`src/rtl/sbist_pkg.sv`:
```
package sbist_pkg;

    typedef enum logic [1:0] {BG_ZERO, BG_ONE, BG_CHK, BG_ICHK} bg_e;

    typedef struct packed {
        logic wr;
        bg_e  bg;
    } op_t;

    typedef struct packed {
        logic       down;
        logic [1:0] last_op;
        logic       final_el;
        op_t [3:0]  ops;
    } elem_t;

    typedef enum logic [1:0] {ST_IDLE, ST_RUN, ST_DRAIN, ST_DONE} st_e;

    function automatic op_t op_w(input bg_e b);
        op_t o;
        o.wr = 1'b1;
        o.bg = b;
        return o;
    endfunction

    function automatic op_t op_r(input bg_e b);
        op_t o;
        o.wr = 1'b0;
        o.bg = b;
        return o;
    endfunction

    function automatic elem_t elem_lookup(input logic [2:0] alg, input logic [2:0] idx);
        elem_t e;
        bg_e   b;
        e = '0;
        case (alg)
            3'd1:    b = BG_ONE;
            3'd2:    b = BG_CHK;
            3'd3:    b = BG_ICHK;
            default: b = BG_ZERO;
        endcase
        case (alg)
            3'd4: begin
                case (idx)
                    3'd0: e.ops[0] = op_w(BG_ZERO);
                    3'd1: begin
                        e.last_op = 2'd1;
                        e.ops[0] = op_r(BG_ZERO);
                        e.ops[1] = op_w(BG_ONE);
                    end
                    3'd2: begin
                        e.last_op = 2'd1;
                        e.ops[0] = op_r(BG_ONE);
                        e.ops[1] = op_w(BG_ZERO);
                    end
                    3'd3: begin
                        e.down = 1'b1;
                        e.last_op = 2'd1;
                        e.ops[0] = op_r(BG_ZERO);
                        e.ops[1] = op_w(BG_ONE);
                    end
                    3'd4: begin
                        e.down = 1'b1;
                        e.last_op = 2'd1;
                        e.ops[0] = op_r(BG_ONE);
                        e.ops[1] = op_w(BG_ZERO);
                    end
                    default: begin
                        e.final_el = 1'b1;
                        e.ops[0] = op_r(BG_ZERO);
                    end
                endcase
            end
            3'd5: begin
                case (idx)
                    3'd0: e.ops[0] = op_w(BG_ZERO);
                    3'd1: begin
                        e.down = 1'b1;
                        e.last_op = 2'd1;
                        e.ops[0] = op_r(BG_ZERO);
                        e.ops[1] = op_w(BG_ONE);
                    end
                    3'd2: begin
                        e.last_op = 2'd3;
                        e.ops[0] = op_r(BG_ONE);
                        e.ops[1] = op_w(BG_ZERO);
                        e.ops[2] = op_r(BG_ZERO);
                        e.ops[3] = op_w(BG_ONE);
                    end
                    3'd3: begin
                        e.last_op = 2'd1;
                        e.ops[0] = op_r(BG_ONE);
                        e.ops[1] = op_w(BG_ZERO);
                    end
                    3'd4: begin
                        e.last_op = 2'd3;
                        e.ops[0] = op_r(BG_ZERO);
                        e.ops[1] = op_w(BG_ONE);
                        e.ops[2] = op_r(BG_ONE);
                        e.ops[3] = op_w(BG_ZERO);
                    end
                    default: begin
                        e.final_el = 1'b1;
                        e.ops[0] = op_r(BG_ZERO);
                    end
                endcase
            end
            default: begin
                if (idx == 3'd0) begin
                    e.ops[0] = op_w(b);
                end else begin
                    e.final_el = 1'b1;
                    e.ops[0] = op_r(b);
                end
            end
        endcase
        return e;
    endfunction

    function automatic logic elem_is_down(input logic [2:0] alg, input logic [2:0] idx);
        elem_t e;
        e = elem_lookup(alg, idx);
        return e.down;
    endfunction

endpackage

```
`src/rtl/sbist_bgen.sv`:
```
module sbist_bgen
    import sbist_pkg::*;
#(
    parameter int DW = 4
) (
    input  bg_e           bg,
    input  logic          odd,
    output logic [DW-1:0] word
);
    for (genvar i = 0; i < DW; i++) begin : g_bit
        localparam logic EVEN_BIT = ((i % 2) == 0);
        assign word[i] = (bg == BG_ZERO) ? 1'b0 :
                         (bg == BG_ONE)  ? 1'b1 :
                         (bg == BG_CHK)  ? (EVEN_BIT ^ odd) :
                                           ~(EVEN_BIT ^ odd);
    end
endmodule

```
`src/rtl/sbist_addr_gen.sv`:
```
module sbist_addr_gen #(
    parameter int AW = 8
) (
    input  logic          clk,
    input  logic          rst_n,
    input  logic          load,
    input  logic          load_down,
    input  logic          step,
    input  logic          dir_down,
    output logic [AW-1:0] addr,
    output logic          at_end
);
    always_ff @(posedge clk or negedge rst_n) begin
        if (!rst_n) begin
            addr <= '0;
        end else if (load) begin
            addr <= load_down ? '1 : '0;
        end else if (step) begin
            addr <= dir_down ? addr - 1'b1 : addr + 1'b1;
        end
    end

    assign at_end = dir_down ? (addr == '0) : (&addr);
endmodule

```
`src/rtl/sbist_compare.sv`:
```
module sbist_compare #(
    parameter int AW = 8,
    parameter int DW = 4
) (
    input  logic          clk,
    input  logic          rst_n,
    input  logic          issue_rd,
    input  logic [AW-1:0] issue_addr,
    input  logic [DW-1:0] issue_exp,
    input  logic [DW-1:0] rdata,
    output logic          fail,
    output logic [AW-1:0] fail_addr
);
    logic          cmp_vld;
    logic [AW-1:0] addr_q;
    logic [DW-1:0] exp_q;
    logic          mismatch;

    always_ff @(posedge clk or negedge rst_n) begin
        if (!rst_n) begin
            cmp_vld <= 1'b0;
            addr_q  <= '0;
            exp_q   <= '0;
        end else begin
            cmp_vld <= issue_rd;
            addr_q  <= issue_addr;
            exp_q   <= issue_exp;
        end
    end

    assign mismatch = cmp_vld && (rdata != exp_q);

    always_ff @(posedge clk or negedge rst_n) begin
        if (!rst_n) begin
            fail      <= 1'b0;
            fail_addr <= '0;
        end else if (mismatch && !fail) begin
            fail      <= 1'b1;
            fail_addr <= addr_q;
        end
    end
endmodule

```
`src/rtl/sbist_port_mux.sv`:
```
module sbist_port_mux #(
    parameter int AW = 8,
    parameter int DW = 4
) (
    input  logic          sel_fn,
    input  logic [AW-1:0] bist_addr,
    input  logic [DW-1:0] bist_wdata,
    input  logic          bist_we,
    input  logic [AW-1:0] fn_addr,
    input  logic [DW-1:0] fn_wdata,
    input  logic          fn_we,
    output logic [AW-1:0] mem_addr,
    output logic [DW-1:0] mem_wdata,
    output logic          mem_we
);
    always_comb begin
        if (sel_fn) begin
            mem_addr  = fn_addr;
            mem_wdata = fn_wdata;
            mem_we    = fn_we;
        end else begin
            mem_addr  = bist_addr;
            mem_wdata = bist_wdata;
            mem_we    = bist_we;
        end
    end
endmodule

```
`src/rtl/sram_bist_ctrl.sv`:
```
module sram_bist_ctrl
    import sbist_pkg::*;
#(
    parameter int AW = 8,
    parameter int DW = 4
) (
    input  logic          clk,
    input  logic          rst_n,
    input  logic [2:0]    alg_sel,
    input  logic [AW-1:0] fn_addr,
    input  logic [DW-1:0] fn_wdata,
    input  logic          fn_we,
    input  logic [DW-1:0] mem_rdata,
    output logic [AW-1:0] mem_addr,
    output logic [DW-1:0] mem_wdata,
    output logic          mem_we,
    output logic          done,
    output logic          fail,
    output logic [AW-1:0] fail_addr
);
    st_e           state, state_nx;
    logic [2:0]    alg_q;
    logic [2:0]    el_idx;
    logic [1:0]    op_idx;
    elem_t         cur_el;
    op_t           cur_op;
    logic          last_op_hit;
    logic          at_end;
    logic          elem_done;
    logic [AW-1:0] addr;
    logic [DW-1:0] bg_word;
    logic          ag_load, ag_load_down, ag_step;
    logic          bist_we, issue_rd, sel_fn;

    assign cur_el      = elem_lookup(alg_q, el_idx);
    assign cur_op      = cur_el.ops[op_idx];
    assign last_op_hit = (op_idx == cur_el.last_op);
    assign elem_done   = (state == ST_RUN) && last_op_hit && at_end;

    // state register
    always_ff @(posedge clk or negedge rst_n) begin
        if (!rst_n) state <= ST_IDLE;
        else        state <= state_nx;
    end

    // transitions
    always_comb begin
        state_nx = state;
        unique case (state)
            ST_IDLE:  state_nx = ST_RUN;
            ST_RUN:   if (elem_done && cur_el.final_el) state_nx = ST_DRAIN;
            ST_DRAIN: state_nx = ST_DONE;
            ST_DONE:  state_nx = ST_DONE;
        endcase
    end

    // outputs
    always_comb begin
        bist_we  = 1'b0;
        issue_rd = 1'b0;
        sel_fn   = 1'b0;
        unique case (state)
            ST_IDLE:  ;
            ST_RUN: begin
                bist_we  = cur_op.wr;
                issue_rd = ~cur_op.wr;
            end
            ST_DRAIN: ;
            ST_DONE:  sel_fn = 1'b1;
        endcase
    end
    assign done = (state == ST_DONE);

    // sequence counters
    always_ff @(posedge clk or negedge rst_n) begin
        if (!rst_n) begin
            alg_q  <= '0;
            el_idx <= '0;
            op_idx <= '0;
        end else if (state == ST_IDLE) begin
            alg_q  <= alg_sel;
            el_idx <= '0;
            op_idx <= '0;
        end else if (state == ST_RUN) begin
            if (last_op_hit) begin
                op_idx <= '0;
                if (at_end && !cur_el.final_el) el_idx <= el_idx + 3'd1;
            end else begin
                op_idx <= op_idx + 2'd1;
            end
        end
    end

    assign ag_load      = (state == ST_IDLE) || (elem_done && !cur_el.final_el);
    assign ag_load_down = (state == ST_IDLE) ? elem_is_down(alg_sel, 3'd0)
                                             : elem_is_down(alg_q, el_idx + 3'd1);
    assign ag_step      = (state == ST_RUN) && last_op_hit && !at_end;

    sbist_addr_gen #(.AW(AW)) u_addr (
        .clk       (clk),
        .rst_n     (rst_n),
        .load      (ag_load),
        .load_down (ag_load_down),
        .step      (ag_step),
        .dir_down  (cur_el.down),
        .addr      (addr),
        .at_end    (at_end)
    );

    sbist_bgen #(.DW(DW)) u_bg (
        .bg   (cur_op.bg),
        .odd  (addr[0]),
        .word (bg_word)
    );

    sbist_compare #(.AW(AW), .DW(DW)) u_cmp (
        .clk        (clk),
        .rst_n      (rst_n),
        .issue_rd   (issue_rd),
        .issue_addr (addr),
        .issue_exp  (bg_word),
        .rdata      (mem_rdata),
        .fail       (fail),
        .fail_addr  (fail_addr)
    );

    sbist_port_mux #(.AW(AW), .DW(DW)) u_mux (
        .sel_fn     (sel_fn),
        .bist_addr  (addr),
        .bist_wdata (bg_word),
        .bist_we    (bist_we),
        .fn_addr    (fn_addr),
        .fn_wdata   (fn_wdata),
        .fn_we      (fn_we),
        .mem_addr   (mem_addr),
        .mem_wdata  (mem_wdata),
        .mem_we     (mem_we)
    );
endmodule

```
`config.mk`:
```
export PLATFORM = sky130hd
export DESIGN_NAME = sram_bist_ctrl
export DESIGN_NICKNAME = d
export VERILOG_FILES = /design/src/rtl/sbist_pkg.sv /design/src/rtl/sbist_bgen.sv /design/src/rtl/sbist_addr_gen.sv /design/src/rtl/sbist_compare.sv /design/src/rtl/sbist_port_mux.sv /design/src/rtl/sram_bist_ctrl.sv
export SDC_FILE = /design/constraint.sdc
export NUM_CORES = 1
export LEC_CHECK = 0
export ABC_AREA = 1
export BUFFER_PORTS_ARGS = -buffer_cell sky130_fd_sc_hd__buf_4
export CORE_AREA = 4 4 75 77
export CTS_CLUSTER_SIZE = 12
export DETAILED_ROUTE_END_ITERATION = 12
export DIE_AREA = 0 0 79 81
export PLACE_DENSITY = 0.75
export SYNTH_ARGS = -nofsm -noshare
export SYNTH_HDL_FRONTEND = slang
export SYNTH_SLANG_ARGS = --single-unit
```
`constraint.sdc`:
```
create_clock -name clk -period 2.27 [get_ports clk]
set_input_delay 0.454 -clock clk [delete_from_list [all_inputs] [get_ports clk]]
set_output_delay 0.454 -clock clk [all_outputs]
set_load 0.02 [all_outputs]
```
Word level (Yosys, flattened, before mapping)
Cells that the tools add are included.
{ "totals": {"regBits": 40, "wordCells": 125} }
{ "classes": {"bitwise_logic": 2, "reduce_logical": 35, "addsub": 4, "eq_ne": 21, "mux": 52, "n_lt_le_gt_ge": 1} }
{ "op_table": {"columns": ["cell", "count"], "rows": [
  ["$pmux W3 S2", 8],
  ["$mux W8", 5],
  ["$mux W1", 21],
  ["$reduce_or A2 Y1", 10],
  ["$eq A3 B2 Y1 const B", 6],
  ["$mux W3", 6],
  ["$eq A3 B3 Y1 const B", 4],
  ["$pmux W2 S3", 2],
  ["$pmux W6 S2", 1],
  ["$eq A3 B1 Y1 const B", 3],
  ["$add A8 B1 Y8 const B", 1],
  ["$logic_and A1 B1 Y1", 8],
  ["$logic_not A8 Y1", 1],
  ["$mux W2", 4],
  ["$pmux W2 S2", 2],
  ["$reduce_and A8 Y1", 1],
  ["$reduce_bool A2 Y1", 4],
  ["$reduce_or A4 Y1", 2],
  ["$sub A8 B1 Y8 const B", 1],
  ["$bmux W3 S2", 1],
  ["$eq A2 B2 Y1 const B", 3],
  ["$mux W6", 1],
  ["$reduce_or A5 Y1", 1],
  ["$eq A2 B1 Y1 const B", 2],
  ["13 further kinds", 17]
]} }

Depth between registers and ports, before layout
Gate-level depths: netlist (run 1).
{ "depth": {"depth_word": 11, "depth_mapped": 19, "depth_no_buf": 19} }

Cells and area by module
A second synthesis (run 1) with hierarchy kept.
{ "unflattened": {"cells_unflattened": 346, "hier_area_um2": 2608.8} }
{ "by_module_without_submodules": {"columns": ["mod", "area_each_um2", "seq_area_each_um2", "n_inst", "cells_per_inst"], "rows": [
  ["sram_bist_ctrl", 854.6, 250.2, 1, 114],
  ["sbist_compare", 792.0, 550.5, 1, 74],
  ["sbist_addr_gen", 737.0, 200.2, 1, 104],
  ["sbist_port_mux", 168.9, 0.0, 1, 42],
  ["sbist_bgen", 56.3, 0.0, 1, 12]
]} }

Least setup slack after synthesis (run 1)
OpenSTA, ideal clock, no wires.
{ "synth_timing": {"kind": "register -> register", "start": "reg el_idx[0]", "end": "reg u_addr.addr[6]", "path_stages_with_launch": 19, "n_path_buf": 0, "setup_ps": 117, "synth_period_minus_slack_ps": 2306, "t_arrival_ps": 2190, "path_slack_ps": -36, "cell_sequence": "dfrtp_1 > inv_1 > ha_1 > nand2_1 > nand2_1 > nand2_2 > nand2_4 > inv_1 > fa_1 > o21ai_0 > nand2_1 > nand2_1 > nand2_1 > nand3_1 > nand2_1 > nand2_2 > nand2_1 > nand2_1 > nand2_1"} }
{ "synth_between": {"elab_chain_cells": 10, "word_cells_on_any_way": 41} }
{ "synth_lines": {"columns": ["item", "line", "text"], "rows": [
  ["start: declaration", "sram_bist_ctrl.sv:23", "logic [2:0] el_idx;"],
  ["start signal: assignment", "sram_bist_ctrl.sv:87", "if (at_end && !cur_el.final_el) el_idx <= el_idx + 3'd1;"],
  ["parallel branches: the longest is 10 deep, another holds $add A3 B1 Y3", null, null],
  ["end signal: assignment", "sbist_addr_gen.sv:17", "addr <= load_down ? '1 : '0;"],
  ["end signal: assignment", "sbist_addr_gen.sv:19", "addr <= dir_down ? addr - 1'b1 : addr + 1'b1;"],
  ["end: declaration", "sbist_addr_gen.sv:10", "output logic [AW-1:0] addr,"]
]} }
Several ways; the timed one is not identified. The select of a mux whose other input is x is not followed.
A chain may end at the register's enable or synchronous reset.

Worst setup path after layout (run 1)
{ "layout_timing": {"start": "reg el_idx[1]", "end": "out mem_wdata[3]"} }
{ "layout_between": {"elab_chain_cells": 11, "word_cells_on_any_way": 26} }
{ "layout_lines": {"columns": ["item", "line", "text"], "rows": [
  ["$eq A3 B2 Y1, or another cell as far along", "sbist_pkg.sv:45, sbist_pkg.sv:76", null],
  ["$reduce_or A2 Y1 (no source line)", null, null],
  ["$pmux W3 S2, on equally long branches", "sbist_pkg.sv:76, sbist_pkg.sv:45", null],
  ["$pmux W3 S2", "sbist_pkg.sv:43", "case (alg)"],
  ["$bmux W3 S2 *", "sram_bist_ctrl.sv:36", "assign cur_op = cur_el.ops[op_idx];"],
  ["$mux W3 (implied by the code) *", "sram_bist_ctrl.sv:36", null],
  ["$eq A2 B2 Y1", null, null],
  ["$mux W1 (2 in series)", null, null],
  ["$mux W1 *", null, null],
  ["named net bg_word[1]", "sram_bist_ctrl.sv:31", "logic [DW-1:0] bg_word;"],
  ["$mux W4 *", "sbist_port_mux.sv:17", "if (sel_fn) begin"],
  ["end: declaration", "sram_bist_ctrl.sv:15", "output logic [DW-1:0] mem_wdata,"]
]} }
Mark *: on every way through the listed nets, which the timed path passes. The rest lies on a longest branch. The select of a mux whose other input is x is not followed.

==> results of run 1 <==
[area by class of cell]
class	instances	area [sq um]
clock inverters	3	68.82
well taps	70	87.58
repair buffers	96	782.0
repair inverters	1	5.005
clock buffers	5	68.82
multi-input cells	260	1630
flip-flops and latches	38	953.4
inverters	34	143.9
fillers	340	1270
[cell families after synthesis]
kind of cell	count (synthesis)	synth area share, %
AO/OA/AOI/OAI	34	8.167
AND/OR/NAND/NOR	204	36.93
buffers and inverters	37	6.061
flip-flops	38	39.03
adder cells (fa/ha/maj)	13	6.985
XOR/XNOR	7	2.825
[state kept, by name, indices dropped and copies added, names as in the netlist]
name             count
u_cmp.fail_addr      8
u_cmp.fail           1
u_cmp.cmp_vld        1
alg_q                3
state                2
u_cmp.exp_q          2
u_cmp.addr_q         8
u_addr.addr          8
el_idx               3
op_idx               2
[critical path, cell delays in order (launching register included)]
cell and delay, ns:
dfrtp_2 0.47, buf_6 0.14, ha_4 0.15, nand2_2 0.10, nand2_2 0.08, nand2_1 0.10
nand3_1 0.10, nand3_2 0.11, nand2_2 0.06, buf_4 0.13, nand2_2 0.07, nand2_2 0.06
nand2_2 0.09, nand2_2 0.07, buf_6 0.13
[what timing repair did]
item | in CTS | in global routing
endpoints found under the hold margin | 0 | 0
resized for setup | 70 | 18
cloned | 2 | 1
setup buffers | 23 | 4
setup endpoints to repair | 10 | 28
pin swaps | 35 | 14
[metal layers]
layer  share of wire, %  wire length, um  vias to the layer above  track usage [%]
met3                6.5              478                       33            3.659
met5                  0                0                        -                0
li1                   -                -                     1251                -
met2                 49             3620                      122            38.80
met4                4.4              329                        0            14.60
met1                 40             2982                     1216            29.97
[cells in the mapped netlist, types with 3 or more instances]
| cell type | instances |
|---|---|
| nand3_1 | 9 |
| ha_1 | 12 |
| nand2_2 | 12 |
| nand4_1 | 4 |
| nor2_1 | 16 |
| inv_1 | 32 |
| o21ai_1 | 3 |
| o21ai_0 | 16 |
| nand2_4 | 5 |
| dfrtp_1 | 38 |
| xor2_1 | 4 |
| nand2_1 | 149 |
| a21oi_1 | 8 |
[per-stage QoR]
step	utilization (%)	setup slack, ns	hold WS (ns)	area (sq um)
after floorplan	-	0.03190	0.1584	2436
final	74.65	-0.3316	0.1014	3740
after CTS	72.63	-0.2491	0.1342	3638
after detailed placement	60.46	-0.1131	0.4326	3029
after global routing	74.65	-0.4085	0.1481	3740
after global placement	60.46	-0.05532	0.4290	3029
[power by group through the flow]
stage,Sequential [W],Clock (W),Combinational [W]
after detailed placement,0.000699,0,0.0000868
final,0.000685,0.000701,0.0000989
after global placement,0.000699,0,0.0000857
after CTS,0.000685,0.000703,0.0000970
after floorplan,0.000699,0,0.0000285
after global routing,0.000686,0.000736,0.000110
[path summary, 6_finish.rpt]
path | to | cells past startpoint
max in group asynchronous | u_addr.addr[7]$_DFFE_PN0P_ | 1
min reg2reg | u_cmp.fail_addr[4]$_DFFE_PN0P_ | 2
min in group clk | alg_q[0]$_DFFE_PN0P_ | 3
max | mem_wdata[3] | 14
min | el_idx[0]$_DFFE_PN0P_ | 1
max reg2reg | u_cmp.cmp_vld$_DFF_PN0_ | 17
==> metrics.txt, run 1 <==
status finished with violations; failing checks negative setup slack; post-synth cell types 33; fin cells 507; highest-count cells in the layout ignoring fill and taps nand2_1 (128), buf_4 (82), dfrtp_1 (36), nand2_2 (30), inv_1 (27); Worst Hold Class in -> async; final hold violations 0; Setup CP Type reg -> out; Cells after Synth 333; syn_nets 368; I/O Buffers 44; unrepaired setup endpoints after global routing true; r2r startpoint el_idx[1]$_DFFE_PN0P_; post-synthesis sequential area ratio 39.03%; Antenna Nets Post-Route 0; crit start category flop; total power 0.001486 W; hpwl dp 4.358 mm; drt drc 0; gpl congestion 0.9026; top-area cell type share of the netlist area 39.03%; Clock Pin Slew Worst Setup and Hold Paths 0.08 ns; critical path arrival 2.15 ns; final setup margin -0.3316 ns; Die ar. 0.006399 sq mm; Max VDD drop 0.0002963 V; pin count of the biggest net entering global routing 39; Synth-to-Final Area Change 53.52%; Syn Area/Cell 7.316 sq um; Ys Warns 0; 1st-pass router iterations 4; Final Cycle Share 114.6%; vias per cell 5.172; I/O pin count 45; CORE AREA 0.005010 sq mm; Req. time, crit path 1.82 ns; Netlist Area Pre-Place 0.002436 sq mm; gr usage total 23.86%; clk_lat worst skew 0.30 ns; nets 471; Final Slew Violations 0; top post-synthesis cells by area dfrtp_1 (39%), nand2_1 (23%), ha_1 (6.2%); Max Cap Viol 0; Switch Pwr 0.0003149 W; Comb pwr share 6.7%; clk sinks 38; maximum clock rate 384.4 MHz; Num CTS Buffers 5; Chip Width 79 um; Post-synth EDFFs 0; sequential power share 46.1%; initial antenna violation count 0; CTS tree yes; Congestion Overflow GR 0; final setup fails 19; most common cell after layout, fill and taps aside nand2_1; Seq cells post-synth 38; clock buffer depth 2; share of post-route cells with drive strength above 1 43.48%; Pwr Density 397.3 mW/mm^2; Setup crit end kind output pin; CP Max Fanout 4; Leak 1.940 nW; Std-Cell Rows 26; vias in the first global route 2595; global-route wire length before repair 11.96 mm; Antenna Cells 0; cell taking the most area after synthesis dfrtp_1; final wirelength 7.410 mm; Cells after DPL 470; Max Clock Skew 0.005618 ns; Sw Share 21.20%; clock share of power 47.2%; initial drt markers 243; slew of the pin with the lowest slew margin 0.5907 ns; DIE HEIGHT 81 um; H-tree depth 2; Avg WL per Cell 14.62 um; setup TNS -3.297 ns; routed via count 2622; most used flip-flop cell after synthesis dfrtp_1; crit path from el_idx[1]$_DFFE_PN0P_; hold_buf cts 0; Internal Pwr Total 0.001171 W; Rel. slew slack 60.47%; min Tclk post-route 2.602 ns; Root Buffer clkbuf_8; reg-to-reg setup timing slack -0.19 ns; Starting Density 48.63%; Synth async-reset ratio 100.0%
No activity file was read; power rests on OpenSTA's default activity.
==> inputs of run 2 (changes only) <==
- GPL_TIMING_DRIVEN: default -> 0
==> metrics.txt, run 2 (synthesis gave the netlist of run 1 again) <==
vias per cell 4.981 (-3.7%); gpl congestion 0.8813 (-2.4%); Num CTS Buffers 5 (unchanged); H-tree depth 2 (unchanged); pin count of the biggest net entering global routing 39 (unchanged); Final Slew Violations 0 (unchanged); status finished with violations; routed via count 2366 (-9.8%); final setup fails 12 (-7); Pwr Density 429.5 mW/mm^2 (+8.1%); CORE AREA 0.005010 sq mm (unchanged); min Tclk post-route 2.505 ns (-0.09646 ns); Avg WL per Cell 13.31 um (-9.0%); Slowest-stage cell, CP dfrtp_2; Final Cell Area 0.003428 sq mm (-8.3%); placed cell areas 0.002854 sq mm (-5.8%); setup TNS -1.795 ns (+1.501 ns); Antenna Cells 0 (unchanged); CTS tree yes; share of post-route cells with drive strength above 1 38.52% (-5.0 points); CP Max Fanout 4 (unchanged); final hold violations 0 (unchanged); post-layout util 68.43% (-6.2 points); Max Cap Viol 0 (unchanged); Final Cycle Share 110.4% (-4.2 points); Worst Hold Class in -> async; global-route wire length before repair 10.24 mm (-14%); most common cell after layout, fill and taps aside nand2_1; gr usage total 20.53% (-3.3 points); CP cell instances buf_6 > ha_4 > nand2_4 > nand2_4 > nand2_2 > nand3_2 > nand3_2 > nand2_2 > nand2_2 > nand2_2 > o21ai_2 > nand2_2 > nand2_2 > buf_6; I/O Buffers 44 (unchanged); Chip Width 79 um (unchanged); Leak 1.771 nW (-8.7%); 1st-pass router iterations 4 (unchanged); final wirelength 6.320 mm (-15%); crit start category flop; hpwl dp 4.119 mm (-5.5%); unrepaired setup endpoints after global routing true; DIE HEIGHT 81 um (unchanged); Std-Cell Rows 26 (unchanged); initial antenna violation count 0 (unchanged); pre-CTS setup slack -0.2398 ns (-0.1267 ns); final setup margin -0.2351 ns (+0.09646 ns); nets 439 (-6.8%); Root Buffer clkbuf_8; clk_lat worst skew 0.29 ns (about the same); Starting Density 48.63% (unchanged); critical path arrival 2.05 ns (-0.10 ns); vias in the first global route 2278 (-12%); highest-count cells in the layout ignoring fill and taps nand2_1 (130), buf_4 (56), dfrtp_1 (34), nand2_2 (27), inv_1 (26); initial drt markers 195 (-20%); Die ar. 0.006399 sq mm (unchanged); Setup crit end kind output pin; I/O pin count 45 (unchanged); Setup CP Type reg -> out; Congestion Overflow GR 0 (unchanged); Max VDD drop 0.0004365 V (+47%); clk sinks 38 (unchanged); Clock Pin Slew Worst Setup and Hold Paths 0.08 ns (about the same); failing checks negative setup slack; Crit path top cell by count nand2_2; CP peak stage delay 0.46 ns (about the same); Synth-to-Final Area Change 40.73%; Req. time, crit path 1.82 ns (about the same); total power 0.001473 W (-0.88%); Rel. slew slack 62.45% (+2.0 points); Antenna Nets Post-Route 0 (unchanged); maximum clock rate 399.2 MHz (+3.9%); Max Clock Skew 0.002448 ns (-0.003171 ns); clock buffer depth 2 (unchanged); drt drc 0 (unchanged); biggest regs u_addr.addr (8), u_cmp.addr_q (8), u_cmp.fail_addr (8); slew of the pin with the lowest slew margin 0.5612 ns (-0.02956 ns)
run 2: final cells by class:
type                            count  area, sq um
Fill cell                         425         1582
Multi-Input combinational cell    258         1575
Sequential cell                    38        955.9
Timing Repair Buffer               64        510.5
Inverter                           34        140.1
Tap cell                           70        87.58
Clock buffer                        5        68.82
Clock inverter                      3        68.82
Buffer                              3        21.27
run 2: where the power goes:
| part | switching, W | total (W) | internal [W] |
|---|---|---|---|
| clock network | 0.000249 | 0.000689 | 0.000440 |
| registers | 0.00000490 | 0.000687 | 0.000682 |
| logic | 0.0000510 | 0.0000971 | 0.0000461 |
run 2: path summary, 6_finish.rpt:
path / depth (start not counted) / slack [ns] / end / start
setup / recovery: 14 / -0.24 / mem_wdata[2] / el_idx[1]$_DFFE_PN0P_
hold / removal: 1 / 0.11 / el_idx[0]$_DFFE_PN0P_ / rst_n
setup reg to reg: 18 / -0.18 / u_addr.addr[6]$_DFFE_PN0P_ / el_idx[0]$_DFFE_PN0P_
min in group clk: 3 / 0.36 / alg_q[0]$_DFFE_PN0P_ / alg_sel[0]
max in group asynchronous: 1 / 1.80 / state[1]$_DFFE_PN0P_ / rst_n
hold reg to reg: 2 / 0.45 / u_cmp.fail_addr[4]$_DFFE_PN0P_ / u_cmp.addr_q[4]$_DFF_PN0_
run 2: metrics by stage:
step / std cells / hold slack (ns)
floorplan: 333 / 0.1584
global placement: 447 / 0.4312
detailed placement: 447 / 0.4329
CTS: 470 / 0.1298
global route: 475 / 0.1432
finish: 475 / 0.1075
run 2: critical path, delay by kind of cell, from the launching register on:
kind | cells | cell delay, ns
AOI/OAI and AO/OA | 1 | 0.15
DFF | 1 | 0.46
buffers and inverters | 2 | 0.25
adders and majority gates | 1 | 0.17
and+or+nand+nor | 10 | 0.73
run 2: timing repair:
action / CTS / global route
hold endpoints to repair: 0 / 0
hold buffers: 0 / 0
gates resized for setup: 42 / 40
endpoints found under the setup margin: 15 / 22
pin swaps: 12 / 20
setup buffers: 15 / 5
run 2: metal layers:
| layer | global-route usage, % | wire length [um] | vias to the layer above |
|---|---|---|---|
| li1 | - | - | 1179 |
| met1 | 24.82 | 2552 | 1113 |
| met2 | 35.94 | 3323 | 62 |
| met3 | 3.880 | 287 | 12 |
| met4 | 8.591 | 158 | 0 |
| met5 | 0 | 0 | - |
==> inputs of run 3 (changes only) <==
==> constraint.sdc (replaced) <==
create_clock -name clk -period 2.27 [get_ports clk]
set_input_delay 0.454 -clock clk [delete_from_list [all_inputs] [get_ports clk]]
set_output_delay 0.454 -clock clk [all_outputs]
set_load 0.1 [all_outputs]
==> metrics.txt, run 3 (synthesis gave the netlist of run 1 again) <==
met1 usage 25.65% (+0.82 points); Max Cap Viol 0 (unchanged); Avg WL per Cell 15.80 um (+19%); final wirelength 7.741 mm (+22%); global-route wire length before repair 11.53 mm (+13%); number of fill cells 334 (-21%); Final Slew Violations 0 (unchanged); clk sinks 38 (unchanged); Num CTS Buffers 5 (unchanged); hpwl dp 4.235 mm (+2.8%); final hold violations 0 (unchanged); H-tree depth 2 (unchanged); Setup crit end kind output pin; initial antenna violation count 0 (unchanged); Antenna Nets Post-Route 0 (unchanged); critical path arrival 2.27 ns (+0.22 ns); Rel. slew slack 58.12% (-4.3 points); clk_lat worst skew 0.29 ns (about the same); Chip Width 79 um (unchanged); status finished with violations; most common cell after layout, fill and taps aside nand2_1; final setup margin -0.4522 ns (-0.2171 ns); CP peak stage delay 0.48 ns (+0.02 ns); CORE AREA 0.005010 sq mm (unchanged); CP cell instances ha_4 > ha_4 > o21ai_2 > nand3_2 > nand3_2 > nand2_2 > nand2_2 > nand2_4 > o21ai_4 > nand2_4 > nand2_8 > buf_12; crit start category flop; Starting Density 48.63% (unchanged); CTS tree yes; gpl congestion 0.9205 (+4.4%); post-layout util 76.12% (+7.7 points); Die ar. 0.006399 sq mm (unchanged); gr usage total 22.90% (+2.4 points); Clock Pin Slew Worst Setup and Hold Paths 0.08 ns (about the same); routed via count 2661 (+12%); CP Max Fanout 4 (unchanged); Root Buffer clkbuf_8; gr busiest metal met2; Std-Cell Rows 26 (unchanged); vias in the first global route 2525 (+11%); I/O Buffers 44 (unchanged); Max VDD drop 0.0003116 V (-29%); maximum clock rate 367.3 MHz (-8.0%); nets 454 (+3.4%); failing checks negative setup slack; M3 GR Usage 3.880% (unchanged); Synth-to-Final Area Change 56.55%; I/O pin count 45 (unchanged); drt drc 0 (unchanged); Worst Hold Class in -> async; Multi-input gate area 0.001770 sq mm (+12%); vias per cell 5.431 (+9.0%); Req. time, crit path 1.82 ns (about the same); Max Clock Skew 0.009344 ns (+0.006897 ns); unrepaired setup endpoints after global routing true; hold_buf cts 0 (unchanged); pre-CTS setup slack -0.4747 ns (-0.2349 ns); Slowest-stage cell, CP dfrtp_2; Antenna Cells 0 (unchanged); Final Cycle Share 119.9% (+9.6 points); biggest regs u_addr.addr (8), u_cmp.addr_q (8), u_cmp.fail_addr (8); initial drt markers 347 (+78%); register area 957.2 sq um (+0.13%); clock buffer depth 2 (unchanged); Pwr Density 403.2 mW/mm^2 (-6.1%); 1st-pass router iterations 5 (+1); slew of the pin with the lowest slew margin 0.6259 ns (+0.06478 ns); Leak 1.914 nW (+8.1%); final setup fails 13 (+1); DIE HEIGHT 81 um (unchanged); Setup CP Type reg -> out; min Tclk post-route 2.722 ns (+0.2171 ns); share of post-route cells with drive strength above 1 45.48% (+7.0 points); reg-to-reg setup timing slack -0.37 ns (-0.19 ns); highest-count cells in the layout ignoring fill and taps nand2_1 (118), buf_4 (58), dfrtp_1 (33), nand2_2 (32), inv_1 (27); pin count of the biggest net entering global routing 39 (unchanged); GR Util met2 42.09% (+6.1 points); Congestion Overflow GR 0 (unchanged)
run 3: changes by cell type in the layout (fill, tap and decap cells not counted), moves of 4 or more:
cell,delta
nand2_1,-12
buf_6,+7
buf_12,+5
nand2_2,+5
nand2_4,+5
o21ai_0,-4
o21ai_1,+4
run 3: per-layer routing:
metal  wire (um)  part of all wire [%]
met2        3917                    51
met1        2823                    36
met4         398                   5.1
met5           0                     0
met3         601                   7.8
run 3: critical path, delay by kind of cell, from the launching register on:
kind | cells | cell delay [ns]
AO/OA/AOI/OAI | 2 | 0.32
flip-flops | 1 | 0.48
AND/OR/NAND/NOR | 7 | 0.62
buffers and inverters | 1 | 0.17
adder cells (fa/ha/maj) | 2 | 0.37
run 3: timing repair:
item,4_1_cts,5_1_grt
endpoints found under the hold margin,0,0
buffers inserted,26,8
gates resized for setup,74,45
pin swaps,20,22
cloned,1,0
setup endpoints to repair,18,20
run 3: final timing paths:
kind,start,to,cells past startpoint
max,el_idx[0]$_DFFE_PN0P_,mem_wdata[0],12
max in group asynchronous,rst_n,state[0]$_DFFE_PN0P_,1
min in group clk,alg_sel[2],alg_q[2]$_DFFE_PN0P_,3
max reg2reg,el_idx[0]$_DFFE_PN0P_,u_cmp.cmp_vld$_DFF_PN0_,19
min reg2reg,u_cmp.addr_q[3]$_DFF_PN0_,u_cmp.fail_addr[3]$_DFFE_PN0P_,2
min,rst_n,el_idx[1]$_DFFE_PN0P_,1
run 3: report_power, final:
| part | internal (W) | switching [W] | total (W) | leakage [nW] |
|---|---|---|---|---|
| registers | 0.000682 | 0.00000441 | 0.000686 | 0.476 |
| logic | 0.0000626 | 0.0000953 | 0.000158 | 1.37 |
| clock network | 0.000440 | 0.000253 | 0.000694 | 0.0683 |
| total | 0.00118 | 0.000353 | 0.00154 | 1.91 |
run 3: area by class of cell:
cell class	instances	share of cell area (%)
Clock buffer	5	1.804
Clock inverter	3	1.804
Timing Repair Buffer	78	18.47
Sequential cell	38	25.10
Buffer	3	0.6234
Tap cell	70	2.297
Inverter	34	3.478
Multi-Input combinational cell	259	46.42
run 3: per-stage QoR:
step | instances | power [W] | hold WS, ns | TNS, ns | area [sq um]
2_1_floorplan | 333 | 0.0007708 | 0.1584 | -1.089 | 2501
3_3_place_gp | 447 | 0.0008245 | 0.4302 | -1.679 | 2919
3_5_place_dp | 447 | 0.0008260 | 0.4356 | -2.150 | 2919
4_1_cts | 482 | 0.001541 | 0.1323 | -1.847 | 3553
5_1_grt | 490 | 0.001588 | 0.1515 | -4.619 | 3814
6_report | 490 | 0.001538 | 0.1142 | -2.896 | 3814
